[config.mk]
export PLATFORM = sky130hd
export DESIGN_NAME = peak_cycle_mon
export DESIGN_NICKNAME = d
export VERILOG_FILES = /design/src/rtl/peak_mon_pkg.sv /design/src/rtl/peak_frame_counter.sv /design/src/rtl/peak_hold_reg.sv /design/src/rtl/overrun_flag.sv /design/src/rtl/peak_cycle_mon.sv
export SDC_FILE = /design/constraint.sdc
export NUM_CORES = 1
export LEC_CHECK = 0
export CORE_MARGIN = 1.5
export CORE_UTILIZATION = 50
export DETAILED_ROUTE_END_ITERATION = 16
export GPL_ROUTABILITY_DRIVEN = 1
export HOLD_SLACK_MARGIN = 0.12
export PLACE_DENSITY_LB_ADDON = 0.25
export SLEW_MARGIN = 20
export SYNTH_ARGS = -nofsm -noshare
export SYNTH_HDL_FRONTEND = slang
export SYNTH_SLANG_ARGS = --single-unit
export TNS_END_PERCENT = 30
[constraint.sdc]
create_clock -name clk_i -period 4.7 [get_ports clk_i]
set_clock_uncertainty 0.1 [all_clocks]
set_input_delay 0.705 -clock clk_i [delete_from_list [all_inputs] [get_ports clk_i]]
set_output_delay 0.705 -clock clk_i [all_outputs]
set_load 0.03 [all_outputs]
[src/rtl/peak_mon_pkg.sv]
package peak_mon_pkg;
  localparam int unsigned DEF_CNT_W = 16;
  typedef enum logic {MEAS_IDLE = 1'b0, MEAS_RUN = 1'b1} meas_state_e;
endpackage

[src/rtl/peak_frame_counter.sv]
module peak_frame_counter
  import peak_mon_pkg::*;
#(
  parameter int unsigned CNT_W = DEF_CNT_W
) (
  input  logic             clk_i,
  input  logic             rst_ni,
  input  logic             start_i,
  input  logic             done_i,
  output logic             close_o,
  output logic [CNT_W-1:0] meas_o,
  output logic             open_o
);
  localparam logic [CNT_W-1:0] CNT_MAX = {CNT_W{1'b1}};

  meas_state_e      state_q;
  logic [CNT_W-1:0] cnt_q;
  logic [CNT_W-1:0] cnt_inc;

  // saturating increment: length including the current edge
  assign cnt_inc = (cnt_q == CNT_MAX) ? CNT_MAX : cnt_q + 1'b1;
  assign close_o = (state_q == MEAS_RUN) && (start_i || done_i);
  assign meas_o  = cnt_inc;
  assign open_o  = (state_q == MEAS_RUN);

  always_ff @(posedge clk_i or negedge rst_ni) begin
    if (!rst_ni) begin
      state_q <= MEAS_IDLE;
      cnt_q   <= '0;
    end else if (start_i) begin
      state_q <= MEAS_RUN;
      cnt_q   <= '0;
    end else if (done_i && state_q == MEAS_RUN) begin
      state_q <= MEAS_IDLE;
      cnt_q   <= '0;
    end else if (state_q == MEAS_RUN) begin
      cnt_q   <= cnt_inc;
    end
  end

  assert_cnt_no_wrap_R7: assert property (@(posedge clk_i) disable iff (!rst_ni)
    (state_q == MEAS_RUN && !start_i && !done_i && cnt_q == CNT_MAX) |=> (cnt_q == CNT_MAX));

  assert_start_opens_R5: assert property (@(posedge clk_i) disable iff (!rst_ni)
    start_i |=> (state_q == MEAS_RUN && cnt_q == '0));
endmodule

[src/rtl/peak_hold_reg.sv]
module peak_hold_reg #(
  parameter int unsigned CNT_W = 16
) (
  input  logic             clk_i,
  input  logic             rst_ni,
  input  logic             clear_i,
  input  logic             upd_i,
  input  logic [CNT_W-1:0] val_i,
  output logic [CNT_W-1:0] peak_o
);
  logic [CNT_W-1:0] peak_q;

  always_ff @(posedge clk_i or negedge rst_ni) begin
    if (!rst_ni)                      peak_q <= '0;
    else if (clear_i)                 peak_q <= '0;  // clear wins over update
    else if (upd_i && val_i > peak_q) peak_q <= val_i;
  end

  assign peak_o = peak_q;

  assert_clear_zero_R4: assert property (@(posedge clk_i) disable iff (!rst_ni)
    clear_i |=> (peak_o == '0));

  assert_peak_no_drop_R3: assert property (@(posedge clk_i) disable iff (!rst_ni)
    !clear_i |=> (peak_o >= $past(peak_o)));

  assert_peak_takes_larger_R2: assert property (@(posedge clk_i) disable iff (!rst_ni)
    (!clear_i && upd_i && val_i > peak_o) |=> (peak_o == $past(val_i)));
endmodule

[src/rtl/overrun_flag.sv]
module overrun_flag #(
  parameter int unsigned CNT_W = 16
) (
  input  logic [CNT_W-1:0] peak_i,
  input  logic [CNT_W-1:0] limit_i,
  output logic             over_o
);
  assign over_o = (peak_i > limit_i);
endmodule

[src/rtl/peak_cycle_mon.sv]
module peak_cycle_mon
  import peak_mon_pkg::*;
#(
  parameter int unsigned CNT_W = DEF_CNT_W
) (
  input  logic             clk_i,
  input  logic             rst_ni,
  input  logic             start_i,
  input  logic             done_i,
  input  logic             clear_i,
  input  logic [CNT_W-1:0] limit_i,
  output logic [CNT_W-1:0] peak_o,
  output logic             overrun_o
);
  logic             close;
  logic             meas_open;
  logic [CNT_W-1:0] meas;

  peak_frame_counter #(.CNT_W(CNT_W)) u_cnt (
    .clk_i   (clk_i),
    .rst_ni  (rst_ni),
    .start_i (start_i),
    .done_i  (done_i),
    .close_o (close),
    .meas_o  (meas),
    .open_o  (meas_open)
  );

  peak_hold_reg #(.CNT_W(CNT_W)) u_hold (
    .clk_i   (clk_i),
    .rst_ni  (rst_ni),
    .clear_i (clear_i),
    .upd_i   (close),
    .val_i   (meas),
    .peak_o  (peak_o)
  );

  overrun_flag #(.CNT_W(CNT_W)) u_ovr (
    .peak_i  (peak_o),
    .limit_i (limit_i),
    .over_o  (overrun_o)
  );

  assert_idle_done_ignored_R6: assert property (@(posedge clk_i) disable iff (!rst_ni)
    (!meas_open && done_i && !start_i && !clear_i) |=> $stable(peak_o));

  assert_zero_peak_no_overrun_R8: assert property (@(posedge clk_i) disable iff (!rst_ni)
    (peak_o == '0) |-> !overrun_o);
endmodule

==> reports/metrics.csv <==
stage;metric;value;unit
synthesis;netlist_area;2571;um2
clock_network;cts_buffer_depth;2;
synthesis;synth_top_family_by_area;compound AO/OA/AOI/OAI gates;
pwr;finalPower;0.6127;mW
worst_setup_path;crit_fanout;2;
worst_setup_path;worstPathArrival;3.17;ns
clock_network;cts_sinks;33;
die;core.rowCount;25;
layout;syn_to_final_growth;19.85;%
clock_network;clockRootBuffer;clkbuf_8;
synthesis;syn_nets;328;
timing;rsz0062_at_grt;no;
worst_setup_path;slowest_stage;clkdlybuf4s50_1;
timing;slew_headroom;48.05;%
timing;fmax;251.6;MHz
layout;fin_nets;367;
worst_setup_path;critical_path_class;primary input to primary output;
synthesis;synth_cell_type_count;46;
timing;period_needed;3.975;ns
synthesis;synth_xor_area_share;2.725;%
timing;hold_viol;0;
clock_network;cts_tree;done;
die;start_util;53.03;%
die;ioPinCount;38;
worst_setup_path;regToRegSetupSlack;1.02;ns
die;die-height;74.71;um
timing;worst_slew_pin_slew;0.7793;ns
synthesis;yosys.area_share.simple;17.57;%
timing;setup_tns;0;ns
grt;grt_start_max_net_pins;34;
pwr;irDropWorstVdd;130.6;uV
layout;drive_gt1_share;11.18;%
die;dieArea;5582;um2
worst_setup_path;end_kind;primary output;
worst_setup_path;rr_endpoint;u_hold.peak_o[15];
min_path;hold_path.class;register to register;
synthesis;synth_compound_area_share;21.65;%
drt;drt_iter0_drc;94;
worst_setup_path;crit_chain;clkdlybuf4s50_1, inv_1, ha_1, a21o_1, a21o_1, a2111oi_0, o32a_1, a31oi_1, clkdlybuf4s50_1;
pwr;p_leak;1.516;nW
worst_setup_path;critPathMaxStageDelay;0.59;ns
clock_network;post_cts_resized;0;
drt;routedWlPerCell;14.66;um
synthesis;async_flop_share;100.0;%
timing;final_max_slew_viol_count;0;
drt;ant_nets;0;
job;maxCapViolCount;0;
clock_network;h-tree-depth;2;
drt;dr.pass1.iters;4;
pwr;power.density;198.8;nW/um2
grt;grt_first_pass_wirelength;9418;um
grt;antenna_found_initial;0;
layout;post-route-util;63.56;%
drt;vias_per_cell;5.411;
min_path;hold_path_depth;2;
die;core;4848;um2
synthesis;synthTopCellsByArea;dfrtp_1 (32%), ha_1 (16%), inv_1 (6.9%), nand2_1 (3.5%), o2bb2ai_1 (3.1%);
worst_setup_path;required;3.89;ns
worst_setup_path;crit_path_start;limit_i[9];
synthesis;synth_edf_count;0;
layout;num_antenna_cells;0;
grt;overflow;0;
timing;fin_crit_sh;84.58;%
clock_network;clk_latency;0.29;ns
place;numPortBuffers;37;
synthesis;yosysWarnings;0;
synthesis;synthCells;274;
place;gp_congestion;0.8242;
worst_setup_path;rr_startpoint;u_cnt.cnt_q[0];
clock_network;post_cts_buffers;0;
grt;grt_util_all_layers;22.45;%
timing;setup_viol;0;
synthesis;synth_top_area_cell;dfrtp_1;
synthesis;syn_avg_cell_area;9.384;um2
worst_setup_path;worst_r2r_path_depth;12;
place;hpwl;4264;um
synthesis;synth_mux_area_share;1.168;%
clock_network;cts_buffers;5;
synthesis;synth_flop_cell;dfrtp_1;
drt;drc;0;
die;die_x;74.71;um
synthesis;synth_fa_ha_area_share;16.06;%
grt;grt_pass1_vias;2079;
clock_network;clk_pin_slew;0.07;ns
worst_setup_path;crit_path_end;overrun_o;
drt;wl;5572;um
drt;via_count;2056;
clock_network;postCtsHoldBufs;0;
status;outcome;complete, no violations;
synthesis;ys_seq_area_share;32.12;%
worst_setup_path;worstSetupStartpointType;primary input;
synthesis;synth_seq_cells;33;
synthesis;netlist.area_leader.share;32.12;%
-- flip-flops by register name (all words and copies together) (netlist names) --
register / count
u_hold.peak_o: 16
u_cnt.cnt_q: 16
u_cnt.open_o: 1
-- worst min-delay path by stage --
| stage | startpoint | endpoint |
|---|---|---|
| global route | u_cnt.cnt_q[10] | u_cnt.cnt_q[10] |
| CTS | u_cnt.cnt_q[3] | u_cnt.cnt_q[3] |
| global placement | u_cnt.cnt_q[10] | u_cnt.cnt_q[10] |
| floorplan | rst_ni | u_cnt.cnt_q[0] |
| detailed placement | u_cnt.cnt_q[3] | u_cnt.cnt_q[3] |
| finish | u_cnt.cnt_q[3] | u_cnt.cnt_q[3] |
-- cells in the mapped netlist, drive strengths merged, types with 6 or more instances --
| cell | n |
|---|---|
| nand2 | 24 |
| o21ai | 19 |
| inv | 47 |
| dfrtp | 33 |
| o21a | 6 |
| a21oi | 8 |
| nand4 | 10 |
| ha | 33 |
| o2bb2ai | 14 |
| nand3 | 6 |
| and2 | 12 |
-- worst max-delay path, delay by kind of cell --
family,cells,cell delay (ns)
adders and majority gates,1,0.31
buffers and inverters,3,1.08
AOI/OAI and AO/OA,5,1.07
-- placed cells by master (no fill, tap or decap), drive strengths merged, types with 4 or more instances in the layout --
cell | netlist | final
nor2 | 5 | 5
and2 | 12 | 12
ha | 33 | 33
o2bb2ai | 14 | 14
or3 | 4 | 4
dfrtp | 33 | 33
clkbuf | 2 | 7
o21ai | 19 | 19
o21a | 6 | 6
clkdlybuf4s50 | 0 | 37
nand3 | 6 | 6
a21o | 4 | 4
xor2 | 5 | 5
inv | 47 | 47
nand4 | 10 | 10
nand2 | 24 | 24
a21oi | 8 | 8
-- metal layers --
layer  vias to the layer above  GRT usage (%)  part of all wire, %
met5                         -              0                    0
met4                         0          8.283                  1.7
met3                         9          4.150                  2.9
met2                        38          37.80                   48
met1                       979          28.90                   47
li1                       1030              -                    -
-- report_power, final --
group | total [mW] | internal [mW] | switching, mW
logic | 0.100 | 0.0440 | 0.0563
clock network | 0.221 | 0.116 | 0.105
registers | 0.291 | 0.288 | 0.00390
-- stage by stage --
stage	instances	setup slack [ns]	area, um2	hold WS, ns
final	380	0.7247	3082	0.4359
after global routing	380	0.6098	3082	0.4504
after CTS	380	0.7438	3079	0.4327
after detailed placement	373	0.7441	2993	0.4177
after global placement	373	0.7869	2993	0.4109
after floorplan	274	1.623	2571	0.3094
-- layout make-up --
class / count / area (um2)
clock buffer: 7 / 86.33
timing repair buffer: 39 / 385.4
inverter: 47 / 176.4
tap: 67 / 83.83
fill: 421 / 1767
sequential: 33 / 825.8
multi-input combinational: 187 / 1524
-- kinds of logic (layout without fill, tap and decap cells) --
logic type               after synthesis  after routing
AND/OR/NAND/NOR                       77             77
multiplexers                           3              3
buffers and inverters                 54             93
AO/OA/AOI/OAI                         66             66
adder cells (fa/ha/maj)               33             33
flip-flops                            33             33
XOR/XNOR                               8              8
No activity file was read; power rests on OpenSTA's default activity.
